<file path="config.mk">
export PLATFORM = sky130hd
export DESIGN_NAME = droplet_reservoir
export DESIGN_NICKNAME = d
export VERILOG_FILES = /design/src/rtl/droplet_pkg.sv /design/src/rtl/tick_divider.sv /design/src/rtl/unlock_tracker.sv /design/src/rtl/drop_column.sv /design/src/rtl/droplet_reservoir.sv
export SDC_FILE = /design/constraint.sdc
export NUM_CORES = 1
export LEC_CHECK = 0
export ABC_CLOCK_PERIOD_IN_PS = 2910
export BUFFER_PORTS_ARGS = -buffer_cell sky130_fd_sc_hd__buf_2
export CAP_MARGIN = 40
export CORE_MARGIN = 5
export CORE_UTILIZATION = 41
export CTS_CLUSTER_SIZE = 40
export DETAILED_ROUTE_END_ITERATION = 12
export HOLD_SLACK_MARGIN = 0.03
export SLEW_MARGIN = 20
export SYNTH_ARGS = -nofsm -noshare
export SYNTH_HDL_FRONTEND = slang
export SYNTH_SLANG_ARGS = --single-unit
</file>
<file path="constraint.sdc">
create_clock -name clk -period 2.91 [get_ports clk]
set_clock_uncertainty 0.05 [all_clocks]
set_input_delay 0.582 -clock clk [delete_from_list [all_inputs] [get_ports clk]]
set_output_delay 0.582 -clock clk [all_outputs]
set_load 0.01 [all_outputs]
</file>
<file path="src/rtl/droplet_pkg.sv">
package droplet_pkg;
  typedef enum logic [1:0] {
    ST_FILL  = 2'd0,
    ST_FULL  = 2'd1,
    ST_DRAIN = 2'd2,
    ST_DONE  = 2'd3
  } res_state_e;
endpackage

</file>
<file path="src/rtl/tick_divider.sv">
module tick_divider #(
  parameter int DIV = 33_333_333,
  localparam int W = $clog2(DIV + 1)
) (
  input  logic clk,
  input  logic rst,
  input  logic clr,
  output logic tick
);
  logic [W-1:0] cnt_q;

  assign tick = (cnt_q == W'(DIV - 1));

  always_ff @(posedge clk) begin
    if (rst || clr) cnt_q <= '0;
    else if (tick)  cnt_q <= '0;
    else            cnt_q <= cnt_q + 1'b1;
  end
endmodule

</file>
<file path="src/rtl/unlock_tracker.sv">
module unlock_tracker #(
  parameter int          N_SW = 16,
  parameter logic [15:0] MASK = 16'h2104
) (
  input  logic            clk,
  input  logic            rst,
  input  logic [N_SW-1:0] sw,
  output logic            all_seen
);
  logic [N_SW-1:0] seen_q;
  logic [N_SW-1:0] mask_w;

  assign mask_w   = N_SW'(MASK);
  assign all_seen = &(seen_q | ~mask_w);

  always_ff @(posedge clk) begin
    if (rst) seen_q <= '0;
    else     seen_q <= seen_q | (sw & mask_w);
  end
endmodule

</file>
<file path="src/rtl/drop_column.sv">
module drop_column #(
  parameter int N_LED      = 16,
  parameter int ENTRY_IDX  = 14,
  parameter int DROP_TICKS = 4,
  localparam int LW = $clog2(N_LED + 1),
  localparam int CW = $clog2(DROP_TICKS + 1)
) (
  input  logic             clk,
  input  logic             rst,
  input  logic             tick,
  input  logic             fill_en,
  input  logic             drain_en,
  output logic [LW-1:0]    level,
  output logic [N_LED-1:0] mask
);
  localparam int FULL_LEVEL = ENTRY_IDX + 1;

  logic [LW-1:0]    lvl_q, lvl_d;
  logic [N_LED-1:0] fall_q, fall_d;
  logic [CW-1:0]    cnt_q, cnt_d;
  logic [N_LED-1:0] at_top;
  logic [N_LED-1:0] settled;
  logic             hit;

  for (genvar i = 0; i < N_LED; i++) begin : g_pos
    assign at_top[i]  = (LW'(i) == lvl_q);
    assign settled[i] = (LW'(i) < lvl_q);
  end

  assign hit   = |(fall_q & at_top);
  assign level = lvl_q;
  assign mask  = settled | fall_q;

  always_comb begin
    lvl_d  = lvl_q;
    fall_d = fall_q;
    cnt_d  = cnt_q;
    if (tick && fill_en) begin
      fall_d = (fall_q & ~at_top) >> 1;
      lvl_d  = lvl_q + LW'(hit);
      if (cnt_q == '0 && lvl_d < LW'(FULL_LEVEL)) fall_d[ENTRY_IDX] = 1'b1;
      cnt_d = (cnt_q == CW'(DROP_TICKS - 1)) ? '0 : cnt_q + 1'b1;
    end else if (tick && drain_en && lvl_q != '0) begin
      lvl_d = lvl_q - 1'b1;
    end
  end

  always_ff @(posedge clk) begin
    if (rst) begin
      lvl_q  <= '0;
      fall_q <= '0;
      cnt_q  <= '0;
    end else begin
      lvl_q  <= lvl_d;
      fall_q <= fall_d;
      cnt_q  <= cnt_d;
    end
  end
endmodule

</file>
<file path="src/rtl/droplet_reservoir.sv">
module droplet_reservoir
  import droplet_pkg::*;
#(
  parameter int          N_LED          = 16,
  parameter int          ENTRY_IDX      = 14,
  parameter int          DROP_TICKS     = 4,
  parameter int          MOVE_DIV       = 33_333_333,
  parameter int          BLINK_HALF_DIV = 33_333_333,
  parameter logic [15:0] UNLOCK_MASK    = 16'h2104
) (
  input  logic             clk,
  input  logic             rst,
  input  logic [N_LED-1:0] sw,
  output logic [N_LED-1:0] led,
  output logic             full,
  output logic             draining,
  output logic             done
);
  localparam int LW         = $clog2(N_LED + 1);
  localparam int FULL_LEVEL = ENTRY_IDX + 1;

  res_state_e       state_q, state_d;
  logic             move_tick, blink_tick;
  logic             all_seen;
  logic             blink_q;
  logic [LW-1:0]    col_level;
  logic [N_LED-1:0] col_mask;

  tick_divider #(.DIV(MOVE_DIV)) u_move_div (
    .clk(clk), .rst(rst), .clr(1'b0), .tick(move_tick)
  );

  tick_divider #(.DIV(BLINK_HALF_DIV)) u_blink_div (
    .clk(clk), .rst(rst), .clr(state_q != ST_FULL), .tick(blink_tick)
  );

  unlock_tracker #(.N_SW(N_LED), .MASK(UNLOCK_MASK)) u_unlock (
    .clk(clk), .rst(rst), .sw(sw), .all_seen(all_seen)
  );

  drop_column #(
    .N_LED(N_LED), .ENTRY_IDX(ENTRY_IDX), .DROP_TICKS(DROP_TICKS)
  ) u_column (
    .clk     (clk),
    .rst     (rst),
    .tick    (move_tick),
    .fill_en (state_q == ST_FILL),
    .drain_en(state_q == ST_DRAIN),
    .level   (col_level),
    .mask    (col_mask)
  );

  always_comb begin
    state_d = state_q;
    unique case (state_q)
      ST_FILL:  if (col_level == LW'(FULL_LEVEL)) state_d = ST_FULL;
      ST_FULL:  if (all_seen) state_d = ST_DRAIN;
      ST_DRAIN: if (col_level == '0) state_d = ST_DONE;
      default:  state_d = ST_DONE;
    endcase
  end

  always_ff @(posedge clk) begin
    if (rst) begin
      state_q <= ST_FILL;
      blink_q <= 1'b1;
    end else begin
      state_q <= state_d;
      if (state_q != ST_FULL) blink_q <= 1'b1;
      else if (blink_tick)    blink_q <= ~blink_q;
    end
  end

  always_comb begin
    led = col_mask;
    if (state_q == ST_FULL) led[ENTRY_IDX] = blink_q;
  end

  assign full     = (state_q == ST_FULL);
  assign draining = (state_q == ST_DRAIN);
  assign done     = (state_q == ST_DONE);
endmodule

</file>
======== After elaboration in Yosys (flattened, before gate mapping) ========
Index checks and enable logic that the tools add are counted.
storage, ports and cells
  word-level logic and storage cells ...... 87
  bits in registers ....................... 92
  output and inout bits ................... 19
  input bits .............................. 18
cells by class
  multiplexer cells ....................... 9
  eq/ne operators ......................... 26
  magnitude comparators ................... 17
  add/subtract/negate cells ............... 5
  bitwise gates (word level) .............. 6
  reduce and logical (&&, ||, !) cells .... 16
operators with widths
  kind                                                 count
  adder 25 x 1 -> 25 bit (second input constant)       2
  == test 25 bit (second input constant)               2
  == test 4 x 5 -> 1 bit (first input constant)        8
  < comparator 4 x 5 -> 1 bit (first input constant)   8
  AND 15 x 16 -> 16 bit                                2
  == test 3 x 5 -> 1 bit (first input constant)        4
  < comparator 3 x 5 -> 1 bit (first input constant)   4
  inverter 16 bit                                      1
  bitwise OR 16 x 14 -> 16 bit                         1
  bitwise OR 16 x 15 -> 16 bit                         1
  OR reduction 16 bit                                  1
  == test 2 x 5 -> 1 bit (first input constant)        2
  < comparator 1 x 5 -> 1 bit (first input constant)   2
  < comparator 2 x 5 -> 1 bit (first input constant)   2
  2-to-1 mux 5 bit                                     2
  2-to-1 mux 2 bit                                     3
  one-hot mux 2 bit (3 select lines)                   1
  AND reduction 3 bit                                  2
  OR reduction 2 bit                                   3
  adder 5 x 1 -> 5 bit                                 1
  == test 1 x 5 -> 1 bit (first input constant)        1
  == test 5 x 4 -> 1 bit (second input constant)       1
  zero test 5 bit                                      1
  < comparator 5 x 4 -> 1 bit (second input constant)  1
  other kinds (16)                                     23

======== Logic depth before layout (Yosys ltp) ========
  word-level depth ........................ 7
  gate-level depth with buffers ........... 14
  gate-level depth less buffers ........... 12

======== By module ========
Synthesis repeated with hierarchy kept, for this count alone.
second synthesis, totals
  cells, all modules ...................... 522
  area total of the unflattened synthesis .. 4469.3 sq um
by module, submodules not included
  module                       times used  area an instance (sq um)  cells each
  drop_column                  1           1572.8                    208
  tick_divider at u_blink_div  1           1371.3                    145
  tick_divider at u_move_div   1           1255.0                    140
  droplet_reservoir            1           173.9                     22
  unlock_tracker               1           96.3                      7

======== Least setup slack after synthesis ========
Ideal clock, no wire load.
  kind .................................... register -> register
  start point ............................. register u_column.lvl_q[0] (netlist: u_column.level[0])
  end point ............................... register u_column.fall_q[14]
  data required time ...................... 2786 ps
  path buffers ............................ 2
  arrival time ............................ 2763 ps
  cell stages (with the launch flop) ...... 15
  slack ................................... 23 ps
  cell sequence ........................... dfxtp_1 > clkbuf_1 > inv_1 > ha_1 > buf_4 > a221oi_1 > nor4_1 > a2111o_1 > ha_1 > ha_1 > a21oi_1 > nor2_1 > o21ai_0 > o2111ai_1 > o21ai_0
on the way
  longest elaborated chain between the ends .. 7
  elaborated cells between the ends (all ways) .. 24
  classes of those cells .................. 1 x add/sub; 1 x order compare; 15 x eq/ne; 1 x mux; 3 x bitwise; 3 x reduce/logical
RTL lines
  element                                               line               source
  start, declared                                       drop_column.sv:18  logic [LW-1:0] lvl_q, lvl_d;
  start signal, assigned                                drop_column.sv:54  lvl_q <= lvl_d;
  == test 1 x 5 -> 1 bit, or another cell as far along  drop_column.sv:26  assign at_top[i] = (LW'(i) == lvl_q);
  AND 15 x 16 -> 16 bit                                 drop_column.sv:30  assign hit = |(fall_q & at_top);
  OR reduction 16 bit                                   drop_column.sv:30
  adder 5 x 1 -> 5 bit                                  drop_column.sv:40  lvl_d = lvl_q + LW'(hit);
  < comparator 5 x 4 -> 1 bit                           drop_column.sv:41  if (cnt_q == '0 && lvl_d < LW'(FULL_LEVEL)) fall_d[ENTRY_IDX] = 1'b1;
  logical AND 1 bit                                     drop_column.sv:41
  2-to-1 mux 1 bit (*)                                  drop_column.sv:41
  end signal, assigned                                  drop_column.sv:55  fall_q <= fall_d;
  end, declared                                         drop_column.sv:19  logic [N_LED-1:0] fall_q, fall_d;
Every way passes the cells marked *; elsewhere a longest branch is shown, timed or not.
A chain may end at the register's enable or synchronous reset.

======== Final worst setup path ========
Same ends and word-level chain as after synthesis.

==> impl_metrics.toml <==
[setup_path]
crit_required_ps = 3140
reg2regPathDepth = 12
cp-start-kind = "register"
cp.arrival_ps = 2950
path_max_fanout = 12
path_class = "reg2reg"
end_kind = "register"

[yosys]
async_flop_share_pct = 0
synth_ff_type = "dfxtp_1"
seq_area_frac_synth_pct = 39.4
synth_edf_count = 0
syn_nets = 533
avgSynthCellArea_um2 = 8.00
synth_cell_types = 48
ys_ff_latch = 79
synth_cells = 502
yosys_warnings = 0
synth_area_um2 = 4010

[place]
gp_congestion = 0.835
placed_cell_area_um2 = 4300
port_buffers = 23
place_inst = 650
hpwl_mm = 6.16

[clock_tree]
cts_setup_buffers = 0
clockBufferDepth = 2
ctsHoldBuffers = 0
cts_tree = "yes"
insertion_delay_ps = 350
cts_made_buffers = 9
clock_sinks = 79
cts_max_level = 3
root_buffer = "clkbuf_8"
clk_pin_slew_ps = 90

[floorplanning]
pin_count = 37
dieWidth_um = 109
rows = 36
start_util_pct = 41.6
die_height_um = 109
die_area_um2 = 11900
core_um2 = 9640

[outcome]
status = "completed"

[min_path]
min_path_cells = 3
hp-class = "in2reg"

[drt]
remaining_drc_errors = 0
wl_per_cell_um = 13.2
routed_wl_mm = 8.79
drt_pre_antenna_iters = 4
via_per_inst = 5.20
drtIter0Drc = 143
postRouteAntennaNets = 0
num_vias = 3460

[timing]
finalHoldViolations = 0
timing.hold.ws_ps = 390
fin_crit_ps = 2720
fin_crit_sh_pct = 93.5
slew_viol_final = 0
fmax_ghz = 0.368
setup_viol = 0
tightest_slew_ps = 627
setup_total_negative_slack_ps = 0
slew_headroom_pct = 57.9
rsz0062_at_grt = "yes"

[layout]
finalInstanceArea_um2 = 4540
nNetsFinal = 559
syn2layout_area_growth_pct = 13.2
regArea_um2 = 1580
final_cells = 666
n_antenna_cell = 0
fill_cells = 979
multi_input_area_um2 = 2280
drive_above_1_share_pct = 12.6

[grt]
grt_max_degree = 31
gr-total-overflow = 0
grt_pass1_wl_mm = 15.0
antenna_found_initial = 0
grt_use_total_pct = 15.6
grt_pass1_vias = 3131

[power]
ir_worst_vdd_uv = 261
powerDensity_nw_per_um2 = 436
total_power_uw = 1980
p_leak_uw = 0.00164

[run]
drv_cap = 0
## placed cells by master, fill, tap and decap left out, types with 2 or more instances in the layout
| cell type | n |
|---|---|
| clkbuf_8 | 11 |
| and2_1 | 5 |
| ha_1 | 11 |
| nor4b_1 | 4 |
| nor3_1 | 10 |
| nor2_1 | 83 |
| or4_1 | 2 |
| nand4_1 | 18 |
| a21oi_1 | 24 |
| nor4_1 | 4 |
| dfxtp_1 | 79 |
| nand3_1 | 46 |
| nor2b_1 | 3 |
| inv_1 | 15 |
| buf_4 | 15 |
| nor4bb_1 | 2 |
| a22oi_1 | 5 |
| and3_1 | 7 |
| clkinv_4 | 2 |
| and4_1 | 4 |
| nand2_1 | 53 |
| nand2b_1 | 2 |
| a211oi_1 | 2 |
| buf_2 | 23 |
| or2_2 | 4 |
| or3_1 | 8 |
| xnor2_1 | 16 |
| nand3b_1 | 5 |
| xor2_1 | 32 |
| o21ai_0 | 12 |
## area by class of cell
type,instances,share of cell area [%]
Clock buffer,11,3.33
Clock inverter,5,1.40
Inverter,15,1.24
Multi-Input combinational cell,384,50.3
Sequential cell,79,34.8
Tap cell,133,3.66
Timing Repair Buffer,39,5.26
## critical path, cell delays in order, from the launching register on
cell and delay [ps]:
dfxtp_1 320, buf_4 180, ha_1 220, a22oi_1 190
a311oi_1 130, a2111o_1 420, ha_1 220, ha_1 310
a21oi_1 150, nor2_1 50, o21ai_0 160, o2111ai_1 120
o21ai_0 140
## flip-flops by register name (all words and copies together), names as in the netlist
name,cells
u_blink_div.cnt_q,25
u_move_div.cnt_q,25
u_column.fall_q,15
u_column.level,5
u_column.cnt_q,3
u_unlock.seen_q,3
state_q,2
blink_q,1
## layer usage
metal | vias to the layer above | part of all wire, % | track usage, %
met5 | - | 0 | 0
met4 | 0 | 0.60 | 3.79
met3 | 4 | 4.5 | 4.80
met2 | 55 | 46 | 24.9
met1 | 1623 | 49 | 20.6
li1 | 1778 | - | -
## logic make-up (layout without fill, tap and decap cells)
kind of cell             count (synthesis)  after routing  synth area share (%)
multiplexers                             1              1                 0.281
adder cells (fa/ha/maj)                 13             13                  4.05
buffers and inverters                   39             70                  4.36
AO/OA/AOI/OAI                           56             56                  8.73
flip-flops                              79             79                  39.4
XOR/XNOR                                48             48                  10.5
AND/OR/NAND/NOR                        266            266                  32.7
## path summary, 6_finish.rpt
check | from | endpoint | slack [ps]
worst max-delay path | u_column.level[0]$_SDFFE_PP0P_ | u_column.fall_q[14]$_SDFFE_PP0P_ | 190
worst min-delay path | sw[13] | u_unlock.seen_q[13]$_SDFF_PP0_ | 390
worst max register to register | u_column.level[0]$_SDFFE_PP0P_ | u_column.fall_q[14]$_SDFFE_PP0P_ | 190
worst min register to register | u_column.cnt_q[2]$_SDFFE_PP0P_ | u_column.cnt_q[2]$_SDFFE_PP0P_ | 410
## power by group
part           internal, uW  leakage (uW)  switching (uW)  total, uW
Sequential             1090      0.000638            5.80       1090
Combinational          10.1      0.000898            18.6       28.7
Clock                   449      0.000106             410        860
Total                  1550       0.00164             435       1980
## per-stage QoR
stage | worst slack, ps | utilization, %
finish | 190 | 47.1
global route | -13.1 | 47.1
CTS | 128 | 46.8
detailed placement | 136 | 44.6
global placement | 222 | 44.6
floorplan | 22.6 | -
## what timing repair did
item / 4_1_cts / 5_1_grt
endpoints found under the setup margin: 0 / 3
endpoints found under the hold margin: 0 / 0
resized for setup: 0 / 6
## synthesized netlist by cell type, drive strengths merged (3+ instances only)
master / count / area (um^2)
nor2: 83 / 312
dfxtp: 79 / 1580
nand2: 53 / 199
nand3: 46 / 230
xor2: 32 / 280
a21oi: 24 / 120
nand4: 18 / 113
xnor2: 16 / 140
clkbuf: 15 / 56.3
inv: 15 / 56.3
ha: 13 / 163
o21ai: 12 / 60.1
nor3: 11 / 55.1
buf: 9 / 62.6
or3: 8 / 50.1
and3: 7 / 43.8
a22oi: 5 / 37.5
and2: 5 / 31.3
nand3b: 5 / 37.5
nor4: 5 / 46.3
or2: 5 / 31.3
and4: 4 / 35.0
nor4b: 4 / 35.0
nor2b: 3 / 18.8
or4: 3 / 26.3
(Power assumes the default switching activity.)
